File: src/rtl/uart9_rx_pkg.sv
package uart9_rx_pkg;

    localparam int BYTE_W = 8;

    typedef enum logic [1:0] {
        ST_IDLE,
        ST_START,
        ST_DATA,
        ST_STOP
    } rx_state_e;

    // One received frame as it travels from the assembler into the buffer.
    typedef struct packed {
        logic [BYTE_W-1:0] data;
        logic              bit9;
        logic              ferr;
    } rx_frame_t;

endpackage

File: src/rtl/uart9_rx_sync.sv
module uart9_rx_sync #(
    parameter int STAGES = 2
) (
    input  logic clk,
    input  logic rst_n,
    input  logic clr,
    input  logic d,
    output logic q
);

    typedef struct packed {
        logic [STAGES-1:0] sh;
    } sync_s;

    sync_s st_d, st_q;

    always_comb begin
        st_d = st_q;
        if (clr) begin
            st_d.sh = '1;
        end else begin
            st_d.sh = {st_q.sh[STAGES-2:0], d};
        end
    end

    always_ff @(posedge clk or negedge rst_n) begin
        if (!rst_n) begin
            st_q <= '{sh: '1};
        end else begin
            st_q <= st_d;
        end
    end

    assign q = st_q.sh[STAGES-1];

endmodule

File: src/rtl/uart9_rx_frame.sv
module uart9_rx_frame
    import uart9_rx_pkg::*;
#(
    parameter int OVERSAMPLE = 16
) (
    input  logic      clk,
    input  logic      rst_n,
    input  logic      clr,
    input  logic      tick,
    input  logic      rx,
    input  logic      nine_mode,
    output logic      done,
    output rx_frame_t frame
);

    localparam int CNT_W  = $clog2(OVERSAMPLE);
    localparam int IDX_W  = $clog2(BYTE_W + 1);
    localparam logic [CNT_W-1:0] MID_CNT  = CNT_W'(OVERSAMPLE / 2 - 1);
    localparam logic [CNT_W-1:0] LAST_CNT = CNT_W'(OVERSAMPLE - 1);

    typedef struct packed {
        rx_state_e         state;
        logic [CNT_W-1:0]  cnt;
        logic [IDX_W-1:0]  idx;
        logic [BYTE_W:0]   shift;
        logic              done;
        rx_frame_t         frame;
    } frm_s;

    frm_s st_d, st_q;
    logic [IDX_W-1:0] last_idx;

    assign last_idx = nine_mode ? IDX_W'(BYTE_W) : IDX_W'(BYTE_W - 1);

    always_comb begin
        st_d      = st_q;
        st_d.done = 1'b0;
        if (clr) begin
            st_d.state = ST_IDLE;
            st_d.cnt   = '0;
            st_d.idx   = '0;
        end else if (tick) begin
            unique case (st_q.state)
                ST_IDLE: begin
                    if (!rx) begin
                        st_d.state = ST_START;
                        st_d.cnt   = '0;
                    end
                end
                ST_START: begin
                    if (st_q.cnt == MID_CNT) begin
                        st_d.cnt = '0;
                        st_d.idx = '0;
                        // A line back high at mid start bit was a glitch.
                        st_d.state = rx ? ST_IDLE : ST_DATA;
                    end else begin
                        st_d.cnt = st_q.cnt + 1'b1;
                    end
                end
                ST_DATA: begin
                    if (st_q.cnt == LAST_CNT) begin
                        st_d.cnt              = '0;
                        st_d.shift[st_q.idx]  = rx;
                        if (st_q.idx == last_idx) begin
                            st_d.state = ST_STOP;
                        end else begin
                            st_d.idx = st_q.idx + 1'b1;
                        end
                    end else begin
                        st_d.cnt = st_q.cnt + 1'b1;
                    end
                end
                ST_STOP: begin
                    if (st_q.cnt == LAST_CNT) begin
                        st_d.cnt        = '0;
                        st_d.state      = ST_IDLE;
                        st_d.done       = 1'b1;
                        st_d.frame.data = st_q.shift[BYTE_W-1:0];
                        st_d.frame.bit9 = nine_mode & st_q.shift[BYTE_W];
                        st_d.frame.ferr = ~rx;
                    end else begin
                        st_d.cnt = st_q.cnt + 1'b1;
                    end
                end
                default: st_d.state = ST_IDLE;
            endcase
        end
    end

    always_ff @(posedge clk or negedge rst_n) begin
        if (!rst_n) begin
            st_q <= '{state: ST_IDLE, cnt: '0, idx: '0, shift: '0,
                      done: 1'b0, frame: '0};
        end else begin
            st_q <= st_d;
        end
    end

    assign done  = st_q.done;
    assign frame = st_q.frame;

endmodule

File: src/rtl/uart9_rx_buf.sv
module uart9_rx_buf
    import uart9_rx_pkg::*;
#(
    parameter int DEPTH = 2
) (
    input  logic      clk,
    input  logic      rst_n,
    input  logic      clr,
    input  logic      ovr_clr,
    input  logic      push_req,
    input  rx_frame_t push_frame,
    input  logic      pop_req,
    output rx_frame_t head,
    output logic      not_empty,
    output logic      overrun
);

    localparam int PTR_W = (DEPTH > 1) ? $clog2(DEPTH) : 1;
    localparam int CNT_W = $clog2(DEPTH + 1);
    localparam logic [CNT_W-1:0] FULL_CNT = CNT_W'(DEPTH);

    typedef struct packed {
        rx_frame_t [DEPTH-1:0] mem;
        logic [PTR_W-1:0]      rd_ptr;
        logic [PTR_W-1:0]      wr_ptr;
        logic [CNT_W-1:0]      count;
        logic                  ovr;
    } buf_s;

    buf_s st_d, st_q;
    logic pop_ok, push_ok, is_full;

    function automatic logic [PTR_W-1:0] ptr_next(input logic [PTR_W-1:0] p);
        return (p == PTR_W'(DEPTH - 1)) ? '0 : p + 1'b1;
    endfunction

    always_comb begin
        st_d    = st_q;
        is_full = (st_q.count == FULL_CNT);
        pop_ok  = pop_req && (st_q.count != '0);
        push_ok = 1'b0;
        if (push_req && !st_q.ovr) begin
            if (!is_full || pop_ok) begin
                push_ok = 1'b1;
            end else begin
                st_d.ovr = 1'b1;
            end
        end
        if (push_ok) begin
            st_d.mem[st_q.wr_ptr] = push_frame;
            st_d.wr_ptr           = ptr_next(st_q.wr_ptr);
        end
        if (pop_ok) begin
            st_d.rd_ptr = ptr_next(st_q.rd_ptr);
        end
        st_d.count = st_q.count + CNT_W'(push_ok) - CNT_W'(pop_ok);
        if (ovr_clr) begin
            st_d.ovr = 1'b0;
        end
        if (clr) begin
            st_d.rd_ptr = '0;
            st_d.wr_ptr = '0;
            st_d.count  = '0;
            st_d.ovr    = 1'b0;
        end
    end

    always_ff @(posedge clk or negedge rst_n) begin
        if (!rst_n) begin
            st_q <= '{mem: '0, rd_ptr: '0, wr_ptr: '0, count: '0, ovr: 1'b0};
        end else begin
            st_q <= st_d;
        end
    end

    assign head      = st_q.mem[st_q.rd_ptr];
    assign not_empty = (st_q.count != '0);
    assign overrun   = st_q.ovr;

endmodule

File: src/rtl/uart9_rx.sv
module uart9_rx
    import uart9_rx_pkg::*;
#(
    parameter int OVERSAMPLE  = 16,
    parameter int BUF_DEPTH   = 2,
    parameter int SYNC_STAGES = 2
) (
    input  logic              clk,
    input  logic              rst_n,
    input  logic              port_en,
    input  logic              nine_bit_mode,
    input  logic              rx_enable,
    input  logic              addr_detect,
    input  logic              baud_tick,
    input  logic              rx_in,
    input  logic              rd_strobe,
    output logic [BYTE_W-1:0] rx_data,
    output logic              rx_bit9,
    output logic              framing_err,
    output logic              overrun_err,
    output logic              rx_irq
);

    logic      rx_s;
    logic      frm_done;
    rx_frame_t frm_q;
    rx_frame_t head;
    logic      buf_valid;
    logic      frame_keep;
    logic      port_off;
    logic      rx_off;

    assign port_off = ~port_en;
    assign rx_off   = ~port_en | ~rx_enable;

    uart9_rx_sync #(.STAGES(SYNC_STAGES)) u_sync (
        .clk   (clk),
        .rst_n (rst_n),
        .clr   (port_off),
        .d     (rx_in),
        .q     (rx_s)
    );

    uart9_rx_frame #(.OVERSAMPLE(OVERSAMPLE)) u_frame (
        .clk       (clk),
        .rst_n     (rst_n),
        .clr       (rx_off),
        .tick      (baud_tick),
        .rx        (rx_s),
        .nine_mode (nine_bit_mode),
        .done      (frm_done),
        .frame     (frm_q)
    );

    // Address filter: only meaningful when nine-bit frames are selected.
    assign frame_keep = ~(nine_bit_mode & addr_detect) | frm_q.bit9;

    uart9_rx_buf #(.DEPTH(BUF_DEPTH)) u_buf (
        .clk        (clk),
        .rst_n      (rst_n),
        .clr        (port_off),
        .ovr_clr    (~rx_enable),
        .push_req   (frm_done & frame_keep),
        .push_frame (frm_q),
        .pop_req    (rd_strobe),
        .head       (head),
        .not_empty  (buf_valid),
        .overrun    (overrun_err)
    );

    assign rx_data     = head.data;
    assign rx_bit9     = head.bit9;
    assign framing_err = head.ferr & buf_valid;
    assign rx_irq      = buf_valid;

endmodule

File: config.mk
export PLATFORM = sky130hd
export DESIGN_NAME = uart9_rx
export DESIGN_NICKNAME = d
export VERILOG_FILES = /design/src/rtl/uart9_rx_pkg.sv /design/src/rtl/uart9_rx_sync.sv /design/src/rtl/uart9_rx_frame.sv /design/src/rtl/uart9_rx_buf.sv /design/src/rtl/uart9_rx.sv
export SDC_FILE = /design/constraint.sdc
export NUM_CORES = 1
export LEC_CHECK = 0
export BUFFER_PORTS_ARGS = -buffer_cell sky130_fd_sc_hd__buf_2
export CAP_MARGIN = 20
export CELL_PAD_IN_SITES_DETAIL_PLACEMENT = 1
export CELL_PAD_IN_SITES_GLOBAL_PLACEMENT = 1
export CORE_MARGIN = 5
export CORE_UTILIZATION = 52
export CTS_CLUSTER_SIZE = 24
export DETAILED_ROUTE_END_ITERATION = 10
export HOLD_SLACK_MARGIN = 0.08
export PLACE_DENSITY = 0.83
export SLEW_MARGIN = 0
export SYNTH_ARGS = -nofsm -noshare
export SYNTH_HDL_FRONTEND = slang
export SYNTH_SLANG_ARGS = --single-unit
export TNS_END_PERCENT = 100
File: constraint.sdc
create_clock -name clk -period 5.9 [get_ports clk]
set_input_delay 1.475 -clock clk [delete_from_list [all_inputs] [get_ports clk]]
set_output_delay 1.475 -clock clk [all_outputs]
set_load 0.005 [all_outputs]
==> impl_metrics.tcl <==
set metrics [dict create \
    status "complete, no violations" \
    clk_pin_slew_ns 0.06 \
    syn_inst 223 \
    cts-htree-levels 3 \
    slew_violations 0 \
    fin_crit_sh 0.5086 \
    drc_errors 0 \
    maxCapViolations 0 \
    vias 1775 \
    die_y_um 82.11 \
    min_delay_path_depth 1 \
    swShare 0.2302 \
    power_uw 778.1 \
    grt_max_degree 58 \
    required_ns 6.11 \
    holdBufCountCts 0 \
    synth-seq-area-share 0.5285 \
    whs_ns 0.4902 \
    synth_xor_xnor_area_share 0.01296 \
    ys.flop_type "dfrtp_1" \
    hold_end "u_sync.st_q[1]$_DFF_PN1_" \
    diodes 0 \
    final_cells 322 \
    skew_ns 0.008164 \
    grt-ovfl-total 0 \
    io_pins 21 \
    synth_area_leader_cell "dfrtp_1" \
    r2r-start "u_buf.st_q[2]$_DFF_PN0_" \
    yosys-top-cells-count "55 x dfrtp_1, 47 x mux2_2, 23 x nand2_1" \
    core-area_mm2 0.005075 \
    grt_setup_unrepaired "no" \
    fin_util 0.5999 \
    wl_per_cell_um 17.50 \
    antenna_found_initial 0 \
    insertion_delay_ns 0.32 \
    synth_top_family_by_area "multiplexers" \
    cts-root-buf "clkbuf_8" \
    power_frac_comb 0.057 \
    fin_tns_setup_ns 0 \
    gp_congestion 0.7706 \
    async_reset_ff_frac 1.000 \
    synth_fa_ha_area_frac 0.03239 \
    clockBufferDepth 2 \
    start_kind "input pin" \
    ys_types 42 \
    arrival_ns 3.21 \
    synth_warnings 0 \
    row_count 26 \
    dp.cells 307 \
    track_usage 0.1931 \
    initial_core_util 0.5328 \
    critPathKind "input pin to register" \
    internal_power_uw 599.0 \
    p_seq_frac 0.521 \
    synth.top_cells.by_area "dfrtp_1 51%, mux2_2 20%, ha_1 3.2%" \
    clkSinkCount 57 \
    routed_wl_mm 5.635 \
    place.port_buffers 20 \
    areaGrowthSynthToFinish_pct 12.59 \
    cts_tree "yes" \
    p_per_area_mw_per_mm2 255.6 \
    dp_hpwl_mm 4.041 \
    first_global_vias 1882 \
    hp-start "u_sync.st_q[0]$_DFF_PN1_" \
    hold_class "register to register" \
    nets 264 \
    setup_ws_ns 2.899 \
    dpl_cell_area_mm2 0.002863 \
    worstSetupEndpointType "register" \
    drt_iter0_drc 53 \
    yosysMostFrequentCell "dfrtp_1" \
    synth_mux_area_frac 0.2115 \
    fin_crit_ns 3.001 \
    p_leak_nw 1.536 \
    ir_worst_vdd_mv 0.1473 \
    worstReg2RegEnd "u_buf.st_q[12]$_DFFE_PN0P_" \
    avgViaCountPerCell 5.512 \
    synth-seq-cells 57 \
    fillerInstances 546 \
    synth-compound-area-share 0.04581 \
    power_frac_clock 0.422 \
    power.switching_uw 179.1 \
    fp.dieW_um 82.11 \
    design_area_mm2 0.003044 \
    syn_area_per_cell_um2 12.12 \
    reg2reg_setup_slack_ns 3.66 \
    grt_pass1_wl_mm 9.563 \
    drtAntennaViolNets 0 \
    r2r_cells 4 \
    yosys.area_share.simple 0.1472 \
    preCtsSetupSlack_ns 2.510 \
    synth-edff-count 0 \
    netlist_area_mm2 0.002704 \
    final_hold_viol_count 0 \
    setup_viol 0 \
    cts_resized 0 \
    max_slew.worst_pin.slew_ns 0.9662 \
    firstDrtPassIters 4 \
    fmax_ghz 0.3332 \
    synth_fp_nets 239 \
    slew_headroom 0.3546 \
    cts_setup_buffers 0 \
    die_area_mm2 0.006742 \
    cts_buffers 9 \
    yosys.area.top_type_share 0.5090 \
    final_layout_size_suffix_gt1_frac 0.3651 \
    path_max_fanout 11 \
]
cell families after synthesis:
group                      Yosys count
muxes                               50
AOI/OAI and AO/OA                   19
adders and majority gates            7
DFF                                 57
xor gates and xnor gates             4
and+or+nand+nor                     73
buffers and inverters               13
how the worst max path moves through the flow:
stage,slack (ns),from,cells after the start,to
after floorplan,3.08,baud_tick,6,u_frame.st_q[15]$_DFFE_PN0P_
after global placement,2.67,nine_bit_mode,5,u_buf.st_q[8]$_DFFE_PN0P_
after detailed placement,2.51,nine_bit_mode,5,u_buf.st_q[12]$_DFFE_PN0P_
after CTS,2.86,nine_bit_mode,5,u_buf.st_q[14]$_DFFE_PN0P_
after global routing,2.82,nine_bit_mode,5,u_buf.st_q[12]$_DFFE_PN0P_
final,2.90,nine_bit_mode,5,u_buf.st_q[12]$_DFFE_PN0P_
power groups by stage:
stage | logic, mW | registers, mW | clock network, mW
global placement | 0.0420 | 0.412 | 0
global route | 0.0505 | 0.406 | 0.361
detailed placement | 0.0447 | 0.412 | 0
floorplan | 0.0296 | 0.406 | 0
finish | 0.0443 | 0.405 | 0.329
CTS | 0.0456 | 0.405 | 0.338
flip-flops by register name, summed over array words and instances, names as in the netlist:
signal	count
u_buf.overrun	1
u_buf.st_q	24
u_frame.done	1
u_frame.frame	10
u_frame.st_q	19
u_sync.st_q	2
layout make-up:
| type | count | area (µm²) | area share |
|---|---|---|---|
| sequential | 57 | 1429 | 0.4694 |
| timing repair buffer | 21 | 107.6 | 0.03535 |
| clock buffer | 13 | 168.9 | 0.05549 |
| multi-input combinational | 153 | 1216 | 0.3995 |
| clock inverter | 2 | 12.51 | 0.004110 |
| tap | 70 | 87.58 | 0.02877 |
| inverter | 6 | 22.52 | 0.007398 |
layout by cell type (no fill, tap or decap), types with 3 or more instances in the layout:
cell type,count
mux2_2,47
a21oi_1,4
nor2b_1,5
clkbuf_8,12
xnor2_1,3
o21ai_0,5
dfrtp_1,55
nor3_1,3
and2_1,3
buf_2,20
nor2_1,9
ha_1,7
inv_1,6
nand3_1,10
nand2_1,23
critical path: stages:
cell and delay [ns]:
buf_2 0.13, nand3b_1 0.11, and4bb_2 0.29, nor2b_1 0.78, mux2_2 0.42
layer usage:
metal  vias to the layer above  GRT usage  wire length [µm]  share of wire
met5                         -          0                 0              0
met4                         0    0.06478                46         0.0082
met3                         4    0.05315               184          0.033
met2                        23     0.3304              2946           0.52
met1                       909     0.2352              2457           0.44
li1                        839          -                 -              -
(Power assumes the default switching activity.)
